--- src/rtl/idr_pkg.sv ---
package idr_pkg;

    // Frame phase of the responder
    typedef enum logic [1:0] {
        FR_IDLE   = 2'd0,
        FR_OPCODE = 2'd1,
        FR_REPLY  = 2'd2,
        FR_MUTE   = 2'd3
    } frame_e;

    typedef struct packed {
        frame_e st;
    } frame_t;

    // Bit positions inside the synchronized input vector
    localparam int unsigned PIN_CS   = 0;
    localparam int unsigned PIN_SCK  = 1;
    localparam int unsigned PIN_MOSI = 2;
    localparam int unsigned PIN_CNT  = 3;

endpackage

--- src/rtl/idr_sync.sv ---
module idr_sync #(
    parameter int unsigned STAGES = 2,
    parameter int unsigned WIDTH  = 3,
    parameter logic [WIDTH-1:0] INIT = '0
) (
    input  logic             clk_i,
    input  logic             rst_ni,
    input  logic [WIDTH-1:0] async_i,
    output logic [WIDTH-1:0] lvl_o,
    output logic [WIDTH-1:0] rise_o,
    output logic [WIDTH-1:0] fall_o
);

    typedef struct packed {
        logic [STAGES-1:0][WIDTH-1:0] chain;
        logic [WIDTH-1:0]             prev;
    } sync_t;

    sync_t sy_d, sy_q;

    always_comb begin
        sy_d = sy_q;
        sy_d.chain[0] = async_i;
        for (int i = 1; i < int'(STAGES); i++) begin
            sy_d.chain[i] = sy_q.chain[i-1];
        end
        sy_d.prev = sy_q.chain[STAGES-1];
    end

    always_ff @(posedge clk_i or negedge rst_ni) begin
        if (!rst_ni) begin
            sy_q.chain <= {STAGES{INIT}};
            sy_q.prev  <= INIT;
        end else begin
            sy_q <= sy_d;
        end
    end

    // Edge detection per pin
    for (genvar g = 0; g < int'(WIDTH); g++) begin : g_edge
        assign lvl_o[g]  = sy_q.chain[STAGES-1][g];
        assign rise_o[g] = sy_q.chain[STAGES-1][g] & ~sy_q.prev[g];
        assign fall_o[g] = ~sy_q.chain[STAGES-1][g] & sy_q.prev[g];
    end

endmodule

--- src/rtl/idr_opcode_rx.sv ---
module idr_opcode_rx #(
    parameter int unsigned OPC_W = 8
) (
    input  logic             clk_i,
    input  logic             rst_ni,
    input  logic             start_i,
    input  logic             sample_i,
    input  logic             bit_i,
    output logic             done_o,
    output logic [OPC_W-1:0] code_o
);

    localparam int unsigned CNT_W = $clog2(OPC_W + 1);
    localparam logic [CNT_W-1:0] LAST = CNT_W'(OPC_W - 1);

    typedef struct packed {
        logic [OPC_W-1:0] sh;
        logic [CNT_W-1:0] cnt;
    } rx_t;

    rx_t rx_d, rx_q;
    logic [OPC_W-1:0] shifted;

    assign shifted = {rx_q.sh[OPC_W-2:0], bit_i};
    assign code_o  = shifted;
    assign done_o  = sample_i && (rx_q.cnt == LAST);

    always_comb begin
        rx_d = rx_q;
        if (start_i) begin
            rx_d.sh  = '0;
            rx_d.cnt = '0;
        end else if (sample_i) begin
            rx_d.sh = shifted;
            if (rx_q.cnt != LAST) begin
                rx_d.cnt = rx_q.cnt + 1'b1;
            end
        end
    end

    always_ff @(posedge clk_i or negedge rst_ni) begin
        if (!rst_ni) begin
            rx_q <= '0;
        end else begin
            rx_q <= rx_d;
        end
    end

endmodule

--- src/rtl/idr_reply_tx.sv ---
module idr_reply_tx #(
    parameter int unsigned REPLY_W = 32
) (
    input  logic               clk_i,
    input  logic               rst_ni,
    input  logic               clear_i,
    input  logic               load_i,
    input  logic [REPLY_W-1:0] word_i,
    input  logic               shift_i,
    output logic               so_o,
    output logic               oe_o
);

    typedef struct packed {
        logic [REPLY_W-1:0] sh;
        logic               so;
        logic               oe;
    } tx_t;

    tx_t tx_d, tx_q;

    always_comb begin
        tx_d = tx_q;
        if (clear_i) begin
            tx_d.sh = '0;
            tx_d.so = 1'b0;
            tx_d.oe = 1'b0;
        end else if (load_i) begin
            tx_d.sh = word_i;
        end else if (shift_i) begin
            // zero fill: once the word is exhausted the pin keeps driving 0
            tx_d.so = tx_q.sh[REPLY_W-1];
            tx_d.sh = {tx_q.sh[REPLY_W-2:0], 1'b0};
            tx_d.oe = 1'b1;
        end
    end

    always_ff @(posedge clk_i or negedge rst_ni) begin
        if (!rst_ni) begin
            tx_q <= '0;
        end else begin
            tx_q <= tx_d;
        end
    end

    assign so_o = tx_q.so;
    assign oe_o = tx_q.oe;

endmodule

--- src/rtl/spi_id_responder.sv ---
module spi_id_responder
    import idr_pkg::*;
#(
    parameter int unsigned SYNC_STAGES = 2,
    parameter int unsigned OPC_W       = 8,
    parameter logic [OPC_W-1:0] OPCODE = 8'h9F,
    parameter logic [7:0] MFR_ID       = 8'h1F,
    parameter logic [7:0] DEV_ID_HI    = 8'h25,
    parameter logic [7:0] DEV_ID_LO    = 8'h00
) (
    input  logic clk_i,
    input  logic rst_ni,
    input  logic csn_i,
    input  logic sclk_i,
    input  logic mosi_i,
    output logic miso_o,
    output logic miso_oe_o
);

    localparam logic [7:0] EXT_LEN = 8'h00;
    localparam int unsigned REPLY_W = 32;
    localparam logic [REPLY_W-1:0] REPLY_WORD = {MFR_ID, DEV_ID_HI, DEV_ID_LO, EXT_LEN};
    localparam logic [PIN_CNT-1:0] PIN_INIT = PIN_CNT'(1) << PIN_CS;

    logic [PIN_CNT-1:0] pin_lvl, pin_rise, pin_fall;
    logic cs_lvl, cs_fall, sck_rise, sck_fall, mosi_lvl;
    logic rx_sample, rx_done, id_hit;
    logic [OPC_W-1:0] rx_code;
    logic tx_clear, tx_load, tx_shift;

    frame_t fr_d, fr_q;

    idr_sync #(
        .STAGES (SYNC_STAGES),
        .WIDTH  (PIN_CNT),
        .INIT   (PIN_INIT)
    ) u_sync (
        .clk_i   (clk_i),
        .rst_ni  (rst_ni),
        .async_i ({mosi_i, sclk_i, csn_i}),
        .lvl_o   (pin_lvl),
        .rise_o  (pin_rise),
        .fall_o  (pin_fall)
    );

    assign cs_lvl   = pin_lvl[PIN_CS];
    assign cs_fall  = pin_fall[PIN_CS];
    assign sck_rise = pin_rise[PIN_SCK];
    assign sck_fall = pin_fall[PIN_SCK];
    assign mosi_lvl = pin_lvl[PIN_MOSI];

    assign rx_sample = (fr_q.st == FR_OPCODE) && sck_rise && !cs_lvl && !cs_fall;

    idr_opcode_rx #(
        .OPC_W (OPC_W)
    ) u_rx (
        .clk_i    (clk_i),
        .rst_ni   (rst_ni),
        .start_i  (cs_fall),
        .sample_i (rx_sample),
        .bit_i    (mosi_lvl),
        .done_o   (rx_done),
        .code_o   (rx_code)
    );

    assign id_hit   = rx_done && (rx_code == OPCODE);
    assign tx_clear = cs_lvl || cs_fall;
    assign tx_load  = id_hit;
    assign tx_shift = (fr_q.st == FR_REPLY) && sck_fall;

    always_comb begin
        fr_d = fr_q;
        if (cs_lvl) begin
            fr_d.st = FR_IDLE;
        end else if (cs_fall) begin
            fr_d.st = FR_OPCODE;
        end else if (rx_done) begin
            fr_d.st = id_hit ? FR_REPLY : FR_MUTE;
        end
    end

    always_ff @(posedge clk_i or negedge rst_ni) begin
        if (!rst_ni) begin
            fr_q.st <= FR_IDLE;
        end else begin
            fr_q <= fr_d;
        end
    end

    idr_reply_tx #(
        .REPLY_W (REPLY_W)
    ) u_tx (
        .clk_i   (clk_i),
        .rst_ni  (rst_ni),
        .clear_i (tx_clear),
        .load_i  (tx_load),
        .word_i  (REPLY_WORD),
        .shift_i (tx_shift),
        .so_o    (miso_o),
        .oe_o    (miso_oe_o)
    );

endmodule

--- config.mk ---
export PLATFORM = sky130hd
export DESIGN_NAME = spi_id_responder
export DESIGN_NICKNAME = d
export VERILOG_FILES = /design/src/rtl/idr_pkg.sv /design/src/rtl/idr_sync.sv /design/src/rtl/idr_opcode_rx.sv /design/src/rtl/idr_reply_tx.sv /design/src/rtl/spi_id_responder.sv
export SDC_FILE = /design/constraint.sdc
export NUM_CORES = 1
export LEC_CHECK = 0
export BUFFER_PORTS_ARGS = -buffer_cell sky130_fd_sc_hd__buf_2
export CELL_PAD_IN_SITES_DETAIL_PLACEMENT = 2
export CELL_PAD_IN_SITES_GLOBAL_PLACEMENT = 2
export CORE_ASPECT_RATIO = 0.8
export CORE_UTILIZATION = 40
export DETAILED_ROUTE_END_ITERATION = 12
export GPL_ROUTABILITY_DRIVEN = 0
export PLACE_DENSITY = 0.83
export RECOVER_POWER = 25
export SETUP_SLACK_MARGIN = 0.5
export SKIP_CTS_REPAIR_TIMING = 1
export SYNTH_ARGS = -nofsm -noshare
export SYNTH_HDL_FRONTEND = slang
export SYNTH_SLANG_ARGS = --single-unit
--- constraint.sdc ---
create_clock -name clk_i -period 1.8 [get_ports clk_i]
set_input_delay 0 -clock clk_i [delete_from_list [all_inputs] [get_ports clk_i]]
set_output_delay 0 -clock clk_i [all_outputs]
set_load 0.005 [all_outputs]
# Word level (Yosys, flattened, before mapping)
# Index checks and enable logic that the tools add are counted.
[totals]
reg_bits = 55
in_bits = 5
[op_classes]
add_sub_neg = 1
n_eq_ne = 6
n_mux = 11
bitwise_logic = 6
n_reduce_logical = 16
[ops]
columns = ["operator", "count"]
rows = [
  ["$mux W34", 2],
  ["$mux W32", 1],
  ["$mux W11", 2],
  ["$eq A8 B8 Y1 const B", 1],
  ["$mux W2", 4],
  ["$logic_and A1 B1 Y1", 6],
  ["$reduce_bool A2 Y1", 3],
  ["$reduce_bool A3 Y1", 2],
  ["$add A4 B1 Y4 const B", 1],
  ["$eq A4 B3 Y1 const B", 1],
  ["$mux W4", 1],
  ["$ne A4 B3 Y1 const B", 1],
  ["$reduce_and A2 Y1", 2],
  ["$and A1 B1 Y1", 3],
  ["$not A1 Y1", 3],
  ["$eq A2 B1 Y1 const B", 1],
  ["$eq A2 B2 Y1 const B", 1],
  ["$logic_not A1 Y1", 2],
  ["$ne A2 B1 Y1 const B", 1],
  ["$logic_or A1 B1 Y1", 1],
  ["$mux W1", 1],
]

# Longest topological paths before layout
# Gate-level depths: netlist (run 1).
[depth]
word_depth = 11
ltp_mapped = 5
depth_no_buf = 4

# Hierarchy
# From an unflattened synthesis (run 1), not the netlist that was laid out.
[unflattened]
hier_cells = 239
hier_area_um2 = 2668.8
[by_module_without_submodules]
columns = ["mod", "instances", "cells_per_inst", "area_each_um2", "seq_area_each_um2"]
rows = [
  ["idr_reply_tx", 1, 150, 1672.9, 850.8],
  ["idr_opcode_rx", 1, 53, 565.5, 275.3],
  ["idr_sync", 1, 18, 289.0, 229.0],
  ["spi_id_responder", 1, 18, 141.4, 50.0],
]

# Least setup slack after synthesis (run 1)
# Ideal clock, no wire load.
[synth_path]
path_kind = "register -> register"
from = "reg u_rx.rx_q[0] (netlist name)"
to = "reg u_tx.tx_q[19] (netlist name)"
setup_time_ns = 0.094
arrival_time_ns = 1.331
slack_ns = 0.376
path_stages_with_launch = 6
cell_sequence = "dfrtp_1 -> ha_1 -> and3b_2 -> and4_4 -> buf_6 -> a211oi_1"
[synth_via]
elab_chain_cells = 5
elab_cells_between_ends = 6
classes_between = "1 x eq/ne; 2 x mux; 3 x reduce/logical"
[synth_lines]
columns = ["item", "line_no", "rtl"]
rows = [
  ["from (decl)", "idr_opcode_rx.sv:21", "rx_t rx_d, rx_q;"],
  ["from (signal assigned)", "idr_opcode_rx.sv:45", "rx_q <= rx_d;"],
  ["$eq A4 B3 Y1 *", "idr_opcode_rx.sv:26", "assign done_o = sample_i && (rx_q.cnt == LAST);"],
  ["$logic_and A1 B1 Y1 *", "idr_opcode_rx.sv:26", ""],
  ["$logic_and A1 B1 Y1 *", "spi_id_responder.sv:66", "assign id_hit = rx_done && (rx_code == OPCODE);"],
  ["$mux W32", "idr_reply_tx.sv:28", "end else if (load_i) begin"],
  ["$mux W34", "idr_reply_tx.sv:24", "if (clear_i) begin"],
  ["to (signal assigned)", "idr_reply_tx.sv:42", "tx_q <= tx_d;"],
  ["to (decl)", "idr_reply_tx.sv:20", "tx_t tx_d, tx_q;"],
]
# Every way passes the cells marked *; elsewhere a longest branch is shown, timed or not.
# A chain may end at the register's enable or synchronous reset.

# Worst setup path in the final report (run 1)
[layout_path]
from = "reg u_sync.sy_q (netlist bit u_sync.lvl_o[0])"
to = "reg fr_q[0] (netlist name)"
[layout_via]
elab_chain_cells = 10
elab_cells_between_ends = 13
classes_between = "4 x mux; 2 x bitwise; 7 x reduce/logical"
[layout_lines]
columns = ["item", "line_no", "rtl"]
rows = [
  ["from (decl)", "idr_sync.sv:19", "sync_t sy_d, sy_q;"],
  ["from (signal assigned)", "idr_sync.sv:35", "sy_q <= sy_d;"],
  ["$not A1 Y1", "idr_sync.sv:43", "assign fall_o[g] = ~sy_q.chain[STAGES-1][g] & sy_q.prev[g];"],
  ["$and A1 B1 Y1", "idr_sync.sv:43", ""],
  ["$logic_not A1 Y1", "spi_id_responder.sv:52", "assign rx_sample = (fr_q.st == FR_OPCODE) && sck_rise && !cs_lvl && !cs_fall;"],
  ["$logic_and A1 B1 Y1", "spi_id_responder.sv:52", ""],
  ["$logic_and A1 B1 Y1", "idr_opcode_rx.sv:26", ""],
  ["$logic_and A1 B1 Y1", "spi_id_responder.sv:66", ""],
  ["$mux W1", "spi_id_responder.sv:78", "fr_d.st = id_hit ? FR_REPLY : FR_MUTE;"],
  ["$mux W2", "spi_id_responder.sv:77", "end else if (rx_done) begin"],
  ["$mux W2", "spi_id_responder.sv:75", "end else if (cs_fall) begin"],
  ["$mux W2", "spi_id_responder.sv:73", "if (cs_lvl) begin"],
  ["to (signal assigned)", "spi_id_responder.sv:86", "fr_q <= fr_d;"],
  ["to (decl)", "spi_id_responder.sv:31", "frame_t fr_d, fr_q;"],
]
# Parallel ways exist; a longest one is shown, timed or not. The select of a mux whose other input is x is not followed.

==> results of run 1 <==
==> cell families after synthesis <==
kind of cell | Yosys count | share of synthesized area (%)
AO/OA/AOI/OAI | 33 | 14.5
adder cells (fa/ha/maj) | 1 | 0.702
buffers and inverters | 20 | 6.67
flip-flops | 39 | 55.0
multiplexers | 17 | 9.55
AND/OR/NAND/NOR | 40 | 13.6
==> worst max path at each step <==
stage,endpoint,slack [ps]
2_1_floorplan,fr_q[0]$_DFFE_PN0P_,470
3_3_place_gp,u_tx.tx_q[25]$_DFFE_PN0P_,360
3_5_place_dp,u_tx.tx_q[29]$_DFFE_PN0P_,220
4_1_cts,u_tx.tx_q[29]$_DFFE_PN0P_,160
5_1_grt,u_tx.tx_q[26]$_DFFE_PN0P_,190
6_report,fr_q[0]$_DFFE_PN0P_,210
==> through the flow <==
stage	area, um^2	std cells	total power, mW	utilization [%]
2_1_floorplan	1830	150	1.00	-
3_3_place_gp	1900	209	1.04	44.8
3_5_place_dp	1900	209	1.05	44.8
4_1_cts	2000	217	1.70	47.2
5_1_grt	2210	232	1.80	52.3
6_report	2210	232	1.75	52.3
==> worst reg2reg max path: stages, from the launching register on <==
cell and delay (ps):
dfstp_1 690, nor2b_1 170, and2_1 210, buf_6 160, a211oi_2 260
==> sequential cells by signal, indices dropped and copies added, names as in the netlist <==
name	cells
u_tx.tx_q	16
u_rx.code_o	7
u_rx.rx_q	4
u_sync.lvl_o	3
u_sync.sy_d	3
fr_q	2
u_sync.sy_q	2
u_tx.oe_o	1
u_tx.so_o	1
==> layer usage <==
layer	part of all wire [%]	track usage (%)	up-vias
met5	0	0	-
met4	3.4	11.0	0
met3	2.3	3.94	13
met2	49	37.2	26
met1	45	23.7	685
li1	-	-	615
==> power groups by stage <==
stage | clock [mW] | sequential, mW | combinational, mW
after global routing | 0.697 | 0.949 | 0.157
after global placement | 0 | 0.954 | 0.0834
final | 0.664 | 0.945 | 0.141
after CTS | 0.667 | 0.942 | 0.0935
after detailed placement | 0 | 0.959 | 0.0935
after floorplan | 0 | 0.943 | 0.0577
==> placed cells by master (no fill, tap or decap), types with 5 or more instances in the layout <==
cell | Yosys | final
o22ai_1 | 7 | 7
buf_4 | 0 | 12
inv_1 | 10 | 10
a211oi_2 | 2 | 9
clkbuf_8 | 0 | 6
o311ai_0 | 8 | 6
nand2_1 | 10 | 10
mux2i_1 | 17 | 15
nand4_1 | 9 | 9
dfrtp_1 | 36 | 36
buf_2 | 4 | 5
nor2_1 | 6 | 5
==> layout make-up <==
cell class                      count  area (um^2)  share of cell area (%)
Inverter                           10         37.5                    1.70
Clock inverter                      2         16.3                   0.735
Sequential cell                    39          983                    44.5
Timing Repair Buffer               26          236                    10.7
Tap cell                           57         71.3                    3.22
Multi-Input combinational cell     92          785                    35.5
Clock buffer                        6         82.6                    3.73
==> flow_summary.yaml, run 1 <==
worst_setup_path:
  r2r-end: "fr_q[0]$_DFFE_PN0P_"
  r2r_cells: 4
  cp_cell_sequence: "nor2b_1 > and2_1 > buf_6 > a211oi_2"
  cp.required_ps: 2020
  cp.buffers_inverters: 1
  reg2reg_slack_ps: 210
  cp_slowest_stage_delay_ps: 690
  crit_type: "reg -> reg"
  cp.depth: 4
  cp_top_family: "flip-flops"
  rr_startpoint: "u_sync.lvl_o[0]$_DFF_PN1_"
  end_kind: "flop"
  setup.worst_path.start: "u_sync.lvl_o[0]$_DFF_PN1_"
  cp.arrival_ps: 1810
  crit_fanout: 10
  slowest_stage: "dfstp_1"
  cp-start-kind: "flop"
timing:
  worst_pin_slew_ps: 990
  fmaxAchievable_mhz: 628
  max-slew-margin-rel_pct: 34.0
  skew_ps: 8.32
  period_needed_ps: 1590
  finalHoldViolCount: 0
  tns_ps: 0
  min_period_over_period_pct: 88.5
  worst_hold_slack_ps: 328
  rsz0062_at_grt: "true"
  finalSetupViolCount: 0
  slew_viol_final: 0
  fin_ws_ps: 207
synthesis:
  synth_async_sr_flop_share_pct: 100
  synth_most_common_cell: "dfrtp_1"
  synth_top_area_cell: "dfrtp_1"
  ys_ff_latch: 39
  ys_warn_count: 0
  synthFlopType: "dfrtp_1"
  synth_area_mm2: 0.00178
  syn-instance-count: 150
  ys_seq_area_share_pct: 55.0
  synth_nets: 156
  synth_edf_count: 0
  synth_area_leaders: "dfrtp_1, mux2i_1, dfstp_2"
  synth_cell_types: 36
  ys_top_cells_by_count: "dfrtp_1, mux2i_1, inv_1, nand2_1, nand4_1"
  synth_top_area_share_pct: 50.6
  syn_area_per_cell_um2: 11.9
global_route:
  antenna_found_initial: 0
  grt_pass1_vias: 1387
  grt_max_degree: 40
  grt.total_usage_pct: 20.4
  grt_overflow: 0
  grt_pass1_wl_um: 7040
die:
  dieWidth_um: 76.6
  std_cell_rows: 21
  io_pins: 7
  coreArea_mm2: 0.00423
  initial_core_util_pct: 42.1
  die_y_um: 61.7
  dieArea_mm2: 0.00473
routing:
  wl_per_cell_um: 22.6
  finalWirelength_um: 5240
  num_vias: 1339
  dr.pass1.iters: 4
  first_iter_violations: 90
  drc: 0
  ant_nets: 0
  via_per_inst: 5.77
worst_hold_path:
  worstHoldPathCells: 2
  hp-class: "in -> reg"
  worst_hold_path.endpoint: "u_sync.sy_d[6]$_DFF_PN1_"
  min_from: "csn_i"
cells_and_area:
  drive_gt1_share_pct: 29.7
  fill_cells: 413
  syn_to_final_growth_pct: 24.2
  diodes: 0
  finalNetCount: 180
power:
  p_int_mw: 1.28
  p_switching_mw: 0.467
  powerDensity_mw_per_mm2: 791
  clockPowerShare_pct: 38.0
  combPwrFrac_pct: 8.0
  leakage_nw: 0.859
  peakVddDrop_mv: 0.454
  switching_share_pct: 26.7
  seqPwrFrac_pct: 54.0
clock_network:
  cts.sink_count: 39
  clkLatencyLatePin_ps: 320
  clk_pin_slew_ps: 80
  cts_root_buf: "clkbuf_8"
  h-tree-depth: 2
  cts_tree: "done"
  clock_path_buffers: 2
  numCtsBuffers: 5
placed_design:
  pre_cts_ws_ps: 220
  portBuffers: 6
  hpwl_um: 2720
run_status:
  status: "finished, final reports clean"
job:
  maxCapViolCount: 0
Note: power is estimated with default switching activity, not from simulation.
==> inputs of run 2 (changes only) <==
- ABC_AREA: not set -> 1
- PLACE_DENSITY: 0.83 -> 0.88
- clock period: 1.8 -> 2.02 ns (I/O delays scaled with it)
==> run 2 against run 1 <==
  * Die area fell by 7.2%
  * Largest cell class unchanged
  * Synthesized cell count rose by 15%
  * Utilization rose by 0.87 points
  * Sequential power fell by 11%
  * Synthesized area fell by 7.4%
  * Combinational power barely moved
  * Global-route usage rose by 1.7 points
  * Setup slack improved by 50 ps
  * First-iteration DRC count fell by 29%
  * Fmax fell by 9.6%
  * Largest power group unchanged
==> flow_summary.yaml, run 2 <==
worst_hold_path:
  hp-class: "in -> reg"
  worstHoldPathCells: 2
  worst_hold_path.endpoint: "u_sync.sy_d[6]$_DFF_PN1_"
  min_from: "csn_i"
clock_network:
  clock_path_buffers: 2
  numCtsBuffers: 5
  cts_root_buf: "clkbuf_8"
  clk_pin_slew_ps: 80
  cts_tree: "done"
  clkLatencyLatePin_ps: 300
  h-tree-depth: 2
  cts.sink_count: 39
worst_setup_path:
  cp_top_family: "simple AND/OR/NAND/NOR gates"
  cp-start-kind: "flop"
  slowest_stage: "dfstp_1"
  cp.buffers_inverters: 2
  crit_type: "reg -> reg"
  setup.worst_path.start: "u_sync.lvl_o[0]$_DFF_PN1_"
  cp_cell_sequence: "inv_2 > nand2_4 > nand3_4 > nor2_4 > nand2_4 > buf_6 > nand2_1 > nand3_1 > nand2_1"
  reg2reg_slack_ps: 260
  cp_slowest_stage_delay_ps: 640
  r2r_cells: 9
  end_kind: "flop"
  rr_startpoint: "u_sync.lvl_o[0]$_DFF_PN1_"
  cp.arrival_ps: 1990
  cp.required_ps: 2250
  crit_fanout: 11
  r2r-end: "u_tx.tx_q[20]$_DFFE_PN0P_"
synthesis:
  synth_edf_count: 0
  synth_nets: 179
  syn-instance-count: 173
  synth_top_area_cell: "dfrtp_1"
  ys_top_cells_by_count: "dfrtp_1, nand2_1, nand3_1, inv_1"
  synth_async_sr_flop_share_pct: 100
  ys_warn_count: 0
  synth_top_area_share_pct: 54.6
  syn_area_per_cell_um2: 9.54
  synthFlopType: "dfrtp_1"
  ys_seq_area_share_pct: 59.4
  synth_cell_types: 22
  synth_area_leaders: "dfrtp_1, nand3_1, nand2_1"
  synth_area_mm2: 0.00165
  ys_ff_latch: 39
placed_design:
  dp_cells: 231
  hpwl_um: 2640
  portBuffers: 6
routing:
  ant_nets: 0
  num_vias: 1359
  wl_per_cell_um: 21.1
  drc: 0
  via_per_inst: 5.25
  dr.pass1.iters: 4
  finalWirelength_um: 5460
  first_iter_violations: 64
job:
  maxCapViolCount: 0
global_route:
  grt_overflow: 0
  grt.total_usage_pct: 22.0
  grt_max_degree: 40
  grt_pass1_vias: 1310
  antenna_found_initial: 0
  grt_pass1_wl_um: 6750
cells_and_area:
  largest_reg_flops: 16
  top_register: "u_tx.tx_q"
  diodes: 0
  fill_cells: 415
  final_common_cell: "dfrtp_1"
  syn_to_final_growth_pct: 24.9
  final_cell_mix: "dfrtp_1, nand2_1, nand3_1"
  drive_gt1_share_pct: 23.0
  final_cells: 259
  finalNetCount: 209
die:
  die_y_um: 59.5
  coreArea_mm2: 0.00388
  std_cell_rows: 20
  dieWidth_um: 73.8
  io_pins: 7
  initial_core_util_pct: 42.5
  dieArea_mm2: 0.00439
timing:
  period_needed_ps: 1760
  rsz0062_at_grt: "true"
  max-slew-margin-rel_pct: 36.1
  tns_ps: 0
  slew_viol_final: 0
  skew_ps: 11.4
  finalSetupViolCount: 0
  worst_pin_slew_ps: 959
  fmaxAchievable_mhz: 567
  min_period_over_period_pct: 87.3
  finalHoldViolCount: 0
power:
  leakage_nw: 1.06
  powerDensity_mw_per_mm2: 859
  peakVddDrop_mv: 0.671
run_status:
  status: "finished, final reports clean"
[run 2: cell types whose count changed after synthesis, sizes merged, moves of 5 or more]
| cell | delta |
|---|---|
| nand2 | +31 |
| nand3 | +28 |
| mux2i | -16 |
| inv | +12 |
| a211oi | -10 |
| o311ai | -8 |
| nor2 | +5 |
| o21ai | +5 |
[run 2: kinds of logic (layout without fill, tap and decap cells)]
| kind of cell | count (synthesis) | in the layout | share of synthesized area, % |
|---|---|---|---|
| AO/OA/AOI/OAI | 13 | 13 | 4.32 |
| XOR/XNOR | 1 | 1 | 0.531 |
| adder cells (fa/ha/maj) | 1 | 1 | 0.758 |
| buffers and inverters | 27 | 57 | 7.20 |
| flip-flops | 39 | 39 | 59.4 |
| multiplexers | 1 | 1 | 0.607 |
| AND/OR/NAND/NOR | 91 | 92 | 27.2 |
[run 2: worst max-delay path by stage]
stage                                endpoint  slack, ps  cells past startpoint
floorplan           u_tx.tx_q[31]$_DFFE_PN0P_        650                      8
global placement    u_tx.tx_q[23]$_DFFE_PN0P_        380                      9
detailed placement  u_tx.tx_q[30]$_DFFE_PN0P_        260                      6
CTS                 u_tx.tx_q[23]$_DFFE_PN0P_        250                      6
global route        u_tx.tx_q[20]$_DFFE_PN0P_        200                      9
finish              u_tx.tx_q[20]$_DFFE_PN0P_        260                      9
[run 2: through the flow]
step	power [mW]	worst slack [ps]	utilization, %	hold WS [ps]	area [um^2]
3_5_place_dp	0.957	258	44.5	110	1730
3_3_place_gp	0.942	379	44.5	105	1730
4_1_cts	1.74	246	48.0	-214	1860
6_report	1.77	258	53.2	344	2060
5_1_grt	1.83	205	53.2	339	2060
2_1_floorplan	0.913	646	-	-296	1650
[run 2: power by group]
group,internal [mW],switching (mW),leakage (nW)
sequential,0.812,0.0319,0.517
clock,0.494,0.290,0.0654
combinational,0.0535,0.0906,0.479
total,1.36,0.413,1.06
[run 2: metal layers]
metal  share of wire (%)  GRT usage (%)
met1                  46           28.1
met4                 1.7           8.79
met5                   0              0
met2                  49           35.4
met3                 3.3           6.46
[run 2: cell type report]
class                           count  area (um^2)  area share (%)
Clock buffer                        6         72.6            3.52
Clock inverter                      2         60.1            2.91
Inverter                           22         85.1            4.13
Multi-Input combinational cell    108          571            27.7
Sequential cell                    39          980            47.5
Tap cell                           55         68.8            3.34
Timing Repair Buffer               27          225            10.9
==> inputs of run 3 (changes only) <==
- CAP_MARGIN: not set -> 20
- CORE_UTILIZATION: 40 -> 28
- PLACE_DENSITY: 0.88 -> 0.67
==> run 3 against run 2 <==
  * Clock skew shrank 0.70 ps
  * Flip-flop and latch count stayed put
  * Non-clock buffer count did not move
  * Register-to-register slack better by 120 ps
  * Utilization down 16 points
  * Die area grew 41%
==> flow_summary.yaml, run 3 (synthesis results as in run 2) <==
timing:
  finalHoldViolCount: 0
  worst_pin_slew_ps: 960
  rsz0062_at_grt: "true"
  max-slew-margin-rel_pct: 36.0
  period_needed_ps: 1640
  skew_ps: 10.7
  min_period_over_period_pct: 81.4
  fmaxAchievable_mhz: 608
  finalSetupViolCount: 0
  tns_ps: 0
  worst_hold_slack_ps: 350
  fin_ws_ps: 375
  slew_viol_final: 0
placed_design:
  pre_cts_ws_ps: 225
  dp_cells: 254
  place_area_mm2: 0.00176
  portBuffers: 6
  hpwl_um: 2560
cells_and_area:
  drive_gt1_share_pct: 23.2
  fin_area_mm2: 0.00205
  diodes: 0
  largest_reg_flops: 16
  final_common_cell: "dfrtp_1"
  syn_to_final_growth_pct: 24.3
  top_register: "u_tx.tx_q"
  final_cell_mix: "dfrtp_1, nand2_1, nand3_1"
  final_cells: 281
  finalNetCount: 208
routing:
  finalWirelength_um: 4090
  ant_nets: 0
  drc: 0
  wl_met3_um: 126
  via_per_inst: 4.75
  wl_per_cell_um: 14.5
  first_iter_violations: 25
  top_layer: "met4"
  num_vias: 1335
  wl_met1_um: 1930
  wl_met2_um: 1980
  dr.pass1.iters: 4
clock_network:
  clkLatencyLatePin_ps: 290
  cts_root_buf: "clkbuf_8"
  clock_path_buffers: 2
  clk_pin_slew_ps: 80
  numCtsBuffers: 5
  cts_tree: "done"
  h-tree-depth: 2
  cts.sink_count: 39
worst_setup_path:
  cp.arrival_ps: 1820
  end_kind: "flop"
  crit_fanout: 8
  cp-start-kind: "flop"
  crit_type: "reg -> reg"
  setup.worst_path.start: "u_sync.lvl_o[0]$_DFF_PN1_"
  cp.required_ps: 2200
  rr_startpoint: "u_sync.lvl_o[0]$_DFF_PN1_"
die:
  std_cell_rows: 24
  dieWidth_um: 87.8
  io_pins: 7
  dieArea_mm2: 0.00621
  coreArea_mm2: 0.00556
  die_y_um: 70.7
  initial_core_util_pct: 29.7
global_route:
  grt_max_degree: 40
  grt_pass1_wl_um: 6730
  antenna_found_initial: 0
  grt_pass1_vias: 1397
  grt.total_usage_pct: 14.3
  grt_overflow: 0
worst_hold_path:
  min_from: "sclk_i"
  hp-class: "in -> reg"
run_status:
  status: "finished, final reports clean"
job:
  maxCapViolCount: 0
power:
  powerDensity_mw_per_mm2: 728
  leakage_nw: 1.04
  peakVddDrop_mv: 0.270
==> run 3: final timing paths <==
kind	endpoint	slack (ps)	depth (start not counted)
setup / recovery	u_tx.tx_q[28]$_DFFE_PN0P_	380	8
hold reg to reg	u_sync.lvl_o[2]$_DFF_PN0_	360	0
setup reg to reg	u_tx.tx_q[28]$_DFFE_PN0P_	380	8
min in group asynchronous	u_rx.rx_q[0]$_DFFE_PN0P_	390	2
hold / removal	u_sync.sy_d[7]$_DFF_PN0_	350	2
max in group asynchronous	u_sync.sy_d[8]$_DFF_PN0_	1020	2
==> run 3: layout make-up <==
class / instances / area (um^2)
sequential: 39 / 980
timing repair buffer: 27 / 226
multi-input combinational: 107 / 579
clock buffer: 7 / 76.3
clock inverter: 1 / 7.51
inverter: 22 / 85.1
tap: 78 / 97.6
fill: 624 / 3500
==> run 3: critical path: stages (launching register included) <==
cell	delay (ps)
dfstp_1	660
inv_2	90
nand2_4	110
nand3_4	80
nor2_4	140
nand2_4	120
buf_2	180
nand3_1	90
nand2_1	60
==> run 3: report_power, final <==
group | total, mW | internal [mW] | switching [mW]
registers | 0.835 | 0.812 | 0.0230
logic | 0.144 | 0.0606 | 0.0838
clock network | 0.514 | 0.244 | 0.270
==> run 3: through the flow <==
step / total power [mW] / util (%)
2_1_floorplan: 0.913 / -
5_1_grt: 1.58 / 36.9
6_report: 1.49 / 36.9
4_1_cts: 1.48 / 33.1
3_5_place_dp: 0.955 / 31.6
3_3_place_gp: 0.945 / 31.6
==> run 3: metal layers <==
metal,global-route usage (%),up-vias
li1,-,623
met1,18.5,684
met2,22.8,21
met3,4.20,7
met4,4.92,0
met5,0,-
